[src/rtl/xop_decode.sv]
module xop_decode (
  input  logic        clk,
  input  logic        rst_n,
  input  logic        phase_vld,
  input  logic        phase_epi,
  input  logic [15:0] insn,
  output logic        rd0_en,
  output logic [1:0]  rd0_ptr,
  output logic [2:0]  rd0_dst,
  output logic        rd1_en,
  output logic [2:0]  rd1_dst,
  output logic        wr_en,
  output logic [1:0]  wr_ptr,
  output logic [2:0]  wr_src,
  output logic        mv_en,
  output logic [1:0]  mv_src,
  output logic [1:0]  mv_dst,
  output logic        upd_a_en,
  output logic [1:0]  upd_a_ptr,
  output logic [1:0]  upd_a_mode,
  output logic        upd_b_en,
  output logic [1:0]  upd_b_mode
);
  localparam logic [1:0] M_INC = 2'd2;
  localparam logic [1:0] M_IDX = 2'd3;
  localparam logic [1:0] P3    = 2'd3;

  logic [7:0] op;
  logic       unused_hi;
  logic       pro, epi;
  logic [1:0] md2, md3, st_ptr, st_mode, ld_ptr, ld_mode;

  assign op        = insn[7:0];
  assign unused_hi = ^insn[15:8];
  assign pro = phase_vld && (op != 8'h00) && !phase_epi;
  assign epi = phase_vld && (op != 8'h00) &&  phase_epi;

  assign md2     = op[2] ? M_IDX : M_INC;
  assign md3     = op[3] ? M_IDX : M_INC;
  assign st_ptr  = op[1] ? 2'd0 : P3;
  assign st_mode = op[1] ? md2  : md3;
  assign ld_ptr  = op[1] ? P3   : 2'd0;
  assign ld_mode = op[1] ? md3  : md2;

  logic       n_rd0_en, n_rd1_en, n_wr_en, n_mv_en, n_ua_en, n_ub_en;
  logic [1:0] n_rd0_ptr, n_wr_ptr, n_mv_src, n_mv_dst, n_ua_ptr, n_ua_mode, n_ub_mode;
  logic [2:0] n_rd0_dst, n_rd1_dst, n_wr_src;

  always_comb begin
    n_rd0_en = 1'b0; n_rd0_ptr = '0; n_rd0_dst = '0;
    n_rd1_en = 1'b0; n_rd1_dst = '0;
    n_wr_en  = 1'b0; n_wr_ptr  = '0; n_wr_src  = '0;
    n_mv_en  = 1'b0; n_mv_src  = '0; n_mv_dst  = '0;
    n_ua_en  = 1'b0; n_ua_ptr  = '0; n_ua_mode = '0;
    n_ub_en  = 1'b0; n_ub_mode = '0;
    if (pro) begin
      casez (op[7:4])
        4'b0000: begin
          n_ua_en = 1'b1; n_ua_ptr = op[1:0]; n_ua_mode = op[3:2];
        end
        4'b0001: begin
          n_mv_en = 1'b1; n_mv_src = op[1:0]; n_mv_dst = op[3:2];
        end
        4'b001?: begin
          n_wr_en = 1'b1; n_wr_ptr = op[1:0]; n_wr_src = {1'b0, op[4:3]};
          n_ua_en = 1'b1; n_ua_ptr = op[1:0]; n_ua_mode = md2;
        end
        4'b01??: begin
          n_rd0_en = 1'b1; n_rd0_ptr = op[1:0]; n_rd0_dst = op[5:3];
          n_ua_en  = 1'b1; n_ua_ptr  = op[1:0]; n_ua_mode = md2;
        end
        4'b10??: begin
          n_wr_en = 1'b1; n_wr_ptr = st_ptr; n_wr_src = {2'b10, op[0]};
          n_ua_en = 1'b1; n_ua_ptr = st_ptr; n_ua_mode = st_mode;
        end
        default: begin
          n_rd0_en = 1'b1; n_rd0_ptr = op[1:0]; n_rd0_dst = {1'b0, op[5], 1'b0};
          n_rd1_en = 1'b1; n_rd1_dst = {1'b0, op[4], 1'b1};
          n_ua_en  = 1'b1; n_ua_ptr  = op[1:0]; n_ua_mode = md2;
          n_ub_en  = 1'b1; n_ub_mode = md3;
        end
      endcase
    end else if (epi && op[7:6] == 2'b10) begin
      n_rd0_en = 1'b1; n_rd0_ptr = ld_ptr; n_rd0_dst = {1'b0, op[5:4]};
      n_ua_en  = 1'b1; n_ua_ptr  = ld_ptr; n_ua_mode = ld_mode;
    end
  end

  always_ff @(posedge clk) begin
    if (!rst_n) begin
      rd0_en <= 1'b0; rd0_ptr <= '0; rd0_dst <= '0;
      rd1_en <= 1'b0; rd1_dst <= '0;
      wr_en  <= 1'b0; wr_ptr  <= '0; wr_src  <= '0;
      mv_en  <= 1'b0; mv_src  <= '0; mv_dst  <= '0;
      upd_a_en <= 1'b0; upd_a_ptr <= '0; upd_a_mode <= '0;
      upd_b_en <= 1'b0; upd_b_mode <= '0;
    end else begin
      rd0_en <= n_rd0_en; rd0_ptr <= n_rd0_ptr; rd0_dst <= n_rd0_dst;
      rd1_en <= n_rd1_en; rd1_dst <= n_rd1_dst;
      wr_en  <= n_wr_en;  wr_ptr  <= n_wr_ptr;  wr_src  <= n_wr_src;
      mv_en  <= n_mv_en;  mv_src  <= n_mv_src;  mv_dst  <= n_mv_dst;
      upd_a_en <= n_ua_en; upd_a_ptr <= n_ua_ptr; upd_a_mode <= n_ua_mode;
      upd_b_en <= n_ub_en; upd_b_mode <= n_ub_mode;
    end
  end
endmodule

[config.mk]
export PLATFORM = sky130hd
export DESIGN_NAME = xop_decode
export DESIGN_NICKNAME = d
export VERILOG_FILES = /design/src/rtl/xop_decode.sv
export SDC_FILE = /design/constraint.sdc
export NUM_CORES = 1
export LEC_CHECK = 0
export BUFFER_PORTS_ARGS = -buffer_cell sky130_fd_sc_hd__buf_2
export CORE_MARGIN = 3
export CORE_UTILIZATION = 44
export DETAILED_ROUTE_END_ITERATION = 6
export PLACE_DENSITY = 0.82
export SYNTH_ARGS = -nofsm -noshare
export SYNTH_HDL_FRONTEND = slang
export SYNTH_SLANG_ARGS = --single-unit
[constraint.sdc]
create_clock -name clk -period 1.3 [get_ports clk]
set_input_delay 0.26 -clock clk [delete_from_list [all_inputs] [get_ports clk]]
set_output_delay 0.26 -clock clk [all_outputs]
set_load 0.05 [all_outputs]
==> impl.org <==
** Die
- In this run the vertical extent of the chip is 53.2 um.
- Num rows :: 16
- From left edge to right edge, the die measures 53.2 um.
- Core ar. :: 0.00204 mm2
- For this design the top-level I/O count stands at 49.
- The die covers 0.00283 mm2.
- For this configuration, the core starts out at a cell density of 0.480.

** Synth
- Warnings from Yosys :: 0
- Synthesized netlist cell count :: 93
- For this run, the register share of the synthesized area comes to 0.531.
- In this run, synthesis produced a sequential element count of 26.
- The synthesized netlist occupies a cell area of 981 um2.
- Counting every net in the synthesized netlist gives 113.
- Synthesized area per cell :: 10.5 um2
- Counting distinct cell types in the post-synthesis netlist gives 32.

** Clock network
- Clock tree from TritonCTS :: built
- CTS root buf :: sky130_fd_sc_hd__clkbuf_4
- The clock drives 26 sinks.
- Clock-pin slew was measured on the worst setup and hold paths at 0.12 ns.
- Cts-stage hold buffer count :: 0
- CTS HTree Levels :: 1
- Count of instances resized after the clock tree is built :: 0
- In this run the post-CTS setup repair buffer count came out at 0.
- The clock passes through at most 2 buffers.
- In this run, CTS created clock tree buffers numbering 3.

** Critical path
- Classification of the worst setup path :: reg2out
- For the worst setup path, the data required time is 1.04 ns.
- On the worst path, the slowest cell contributes a delay of 0.36 ns.
- Sort of element at the end of the critical path :: output port
- Cell type of the slowest stage on the worst timing path :: sky130_fd_sc_hd__dfxtp_1
- Along the worst path, the maximum fanout reaches 3.
- Crit path DAT :: 0.94 ns
- Ordered list of cells on the worst path :: buf_2
- STA classifies the critical path startpoint as a flop.
- The kind of cell with the highest combined delay along the critical path is flip-flops.
- Together, buffers and inverters on the worst path number 1.

** Cells and area
- The library cell used most frequently in the layout, excluding fill and tap cells, is sky130_fd_sc_hd__buf_2.
- Number of inserted filler cells in the final layout :: 202
- Final Net Count :: 157
- Most frequent cells in the layout :: 39 x sky130_fd_sc_hd__buf_2, 26 x sky130_fd_sc_hd__dfxtp_1, 9 x sky130_fd_sc_hd__nor2_1
- In the final layout, the share of cells above drive strength 1 is 0.415.
- From synthesis to final layout, the design area changed by 26.4%.
- Final instance area :: 0.00124 mm2
- The count of cells in the finished layout, fillers not included, comes to 162.
- Number of diodes :: 0

** Power and ir drop
- Power per Cell Area :: 1100 mW/mm2
- Of the total power, the clock network draws 0.234.
- Switching Power :: 0.000370 W
- Reg power frac :: 0.599
- Int Power :: 0.000994 W
- Of the total power, the share spent switching nets is 0.271.
- IR Drop Worst-Case VDD :: 0.626 mV
- The share of total power dissipated in combinational logic is 0.167.
- Summed over all cells, the static leakage comes to 0.621 nW.
- After layout, the design draws a total of 0.00136 W.

** Placed design
- Port Buffers :: 39
- Routability-driven placement finished with a final weighted congestion of 0.815.
- Placed instance count :: 159
- After detailed placement, the total cell area comes to 0.00122 mm2.
- Once detailed placement completed, the half-perimeter wirelength came to 1580 um.

** Timing
- The total count of max-transition violations in the final report was 0.
- Setup violations remaining at the end of the flow were counted as 0.
- For the final routed database, the setup TNS stands at 0 ns.
- Based on the critical path, the design can be clocked at up to 0.836 GHz.
- The final number of hold-violating endpoints is 0.
- The worst path needs 1.20 ns of the cycle, external delays included.
- Setup repair after global routing missed its margin :: no
- Across all hold checks on the routed design, the worst slack comes to 0.192 ns.
- Final period utilization :: 0.920

** Global route
- Antenna violations before repair :: 0
- Entering global routing, the biggest net connects 14 pins.
- Across every metal layer, demand over resource in global routing totals 0.154.
- Total grt overflow :: 0
- First-pass GRT wire length :: 3080 um
- The number of global-route vias before repair was 707.

** Routing
- The final route contains 789 vias.
- Post-route antenna net violation count :: 0
- Before antenna repair, the detailed router went through 4 iterations.
- Vias per cell :: 4.87
- Sum of routed wire length over all layers :: 1970 um
- Count of routing violations after the opening detailed-route iteration :: 12
- Final routed DRC violation total :: 0
- Wire length per cell :: 12.2 um

** Job
- Max-Cap Viols :: 0

** Min path
- The min-delay analysis places its worst path in the category in2reg.
- Number of cells on the worst hold path :: 2
- Startpoint of the tightest hold check path :: insn[2]
- The worst hold path terminates at mv_dst[0]$_SDFF_PN0_.

** Outcome
- Run status :: finished, final reports clean
-- logic make-up (layout without fill, tap and decap cells) --
logic type,after synthesis,in the layout,synth area share
simple gates,40,40,0.274
flops,26,26,0.531
compound gates,16,16,0.126
buf+inv,8,50,0.0459
other cells,1,1,0.00382
xor+xnor,1,1,0.00893
mux,1,1,0.0102
-- through the flow --
step | utilization | setup WS [ns]
floorplan | - | 0.126
global placement | 0.596 | 0.0256
detailed placement | 0.596 | 0.0167
CTS | 0.607 | 0.104
global route | 0.607 | 0.0532
finish | 0.607 | 0.104
-- cell type report --
cell class / instances / area (um2) / area share
inverter: 2 / 7.51 / 0.00605
multi-input combinational: 59 / 415 / 0.335
timing repair buffer: 45 / 240 / 0.194
sequential: 26 / 520 / 0.420
clock buffer: 3 / 22.5 / 0.0182
tap: 27 / 33.8 / 0.0272
-- power groups by stage --
stage	registers (W)	logic [W]	clock network (W)
2_1_floorplan	0.000899	0.0000874	0
3_5_place_dp	0.000835	0.000227	0
5_1_grt	0.000819	0.000242	0.000363
6_report	0.000817	0.000227	0.000320
4_1_cts	0.000817	0.000227	0.000318
3_3_place_gp	0.000835	0.000222	0
-- registers in the layout, indices dropped and copies added (netlist names), 2 cells and up --
signal and count:
rd0_dst 3, mv_dst 2, wr_ptr 2, wr_src 3, rd1_dst 2, upd_b_mode 2
rd0_ptr 2, upd_a_mode 2, upd_a_ptr 2, mv_src 2
-- how the worst max path moves through the flow --
| stage | start | end | slack (ns) | cells after the start |
|---|---|---|---|---|
| 2_1_floorplan | rd1_dst[0]$_SDFF_PP0_ | rd1_dst[0] | 0.13 | 1 |
| 5_1_grt | rd1_dst[0]$_SDFF_PP0_ | rd1_dst[0] | 0.05 | 1 |
| 3_5_place_dp | insn[6] | rd0_ptr[0]$_SDFF_PN0_ | 0.02 | 5 |
| 6_report | rd1_dst[0]$_SDFF_PP0_ | rd1_en | 0.10 | 1 |
| 4_1_cts | rd1_dst[0]$_SDFF_PP0_ | rd1_en | 0.10 | 1 |
| 3_3_place_gp | insn[6] | rd0_dst[0]$_SDFF_PN0_ | 0.03 | 4 |
-- routing by layer --
layer | track usage | vias to the layer above | part of all wire | routed length [um]
met5 | 0 | - | 0 | 0
met4 | 0.0766 | 0 | 0.016 | 31
met3 | 0.0338 | 4 | 0.082 | 162
met2 | 0.269 | 28 | 0.49 | 964
met1 | 0.172 | 352 | 0.41 | 812
li1 | - | 405 | - | -
-- synthesized netlist by cell type --
cell type,number,area [um2]
sky130_fd_sc_hd__dfxtp_1,26,521
sky130_fd_sc_hd__nand2_1,5,18.8
sky130_fd_sc_hd__inv_1,2,7.51
sky130_fd_sc_hd__nor4bb_1,1,10.0
sky130_fd_sc_hd__and3_1,3,18.8
sky130_fd_sc_hd__nand3b_4,1,20.0
sky130_fd_sc_hd__and2_1,5,31.3
sky130_fd_sc_hd__nor4b_4,1,23.8
sky130_fd_sc_hd__xor2_1,1,8.76
sky130_fd_sc_hd__nor3_1,8,40.0
sky130_fd_sc_hd__mux2i_1,1,10.0
sky130_fd_sc_hd__nor2_1,9,33.8
sky130_fd_sc_hd__a31oi_1,1,6.26
sky130_fd_sc_hd__a32o_1,1,10.0
sky130_fd_sc_hd__and4_1,1,8.76
sky130_fd_sc_hd__nand2b_1,1,6.26
sky130_fd_sc_hd__buf_4,3,22.5
sky130_fd_sc_hd__buf_2,3,15.0
sky130_fd_sc_hd__o21a_1,1,7.51
sky130_fd_sc_hd__a22oi_1,3,22.5
sky130_fd_sc_hd__a21oi_1,3,15.0
sky130_fd_sc_hd__a31o_4,1,17.5
sky130_fd_sc_hd__o21ai_0,3,15.0
sky130_fd_sc_hd__nor3b_2,1,12.5
sky130_fd_sc_hd__nor2b_2,1,8.76
sky130_fd_sc_hd__o22ai_1,1,6.26
sky130_fd_sc_hd__nand4_4,1,21.3
sky130_fd_sc_hd__conb_1,1,3.75
sky130_fd_sc_hd__a21boi_1,1,7.51
sky130_fd_sc_hd__nor2b_1,1,6.26
sky130_fd_sc_hd__and2b_2,1,8.76
sky130_fd_sc_hd__o311ai_2,1,16.3
Power figures use the tool's default switching activity.
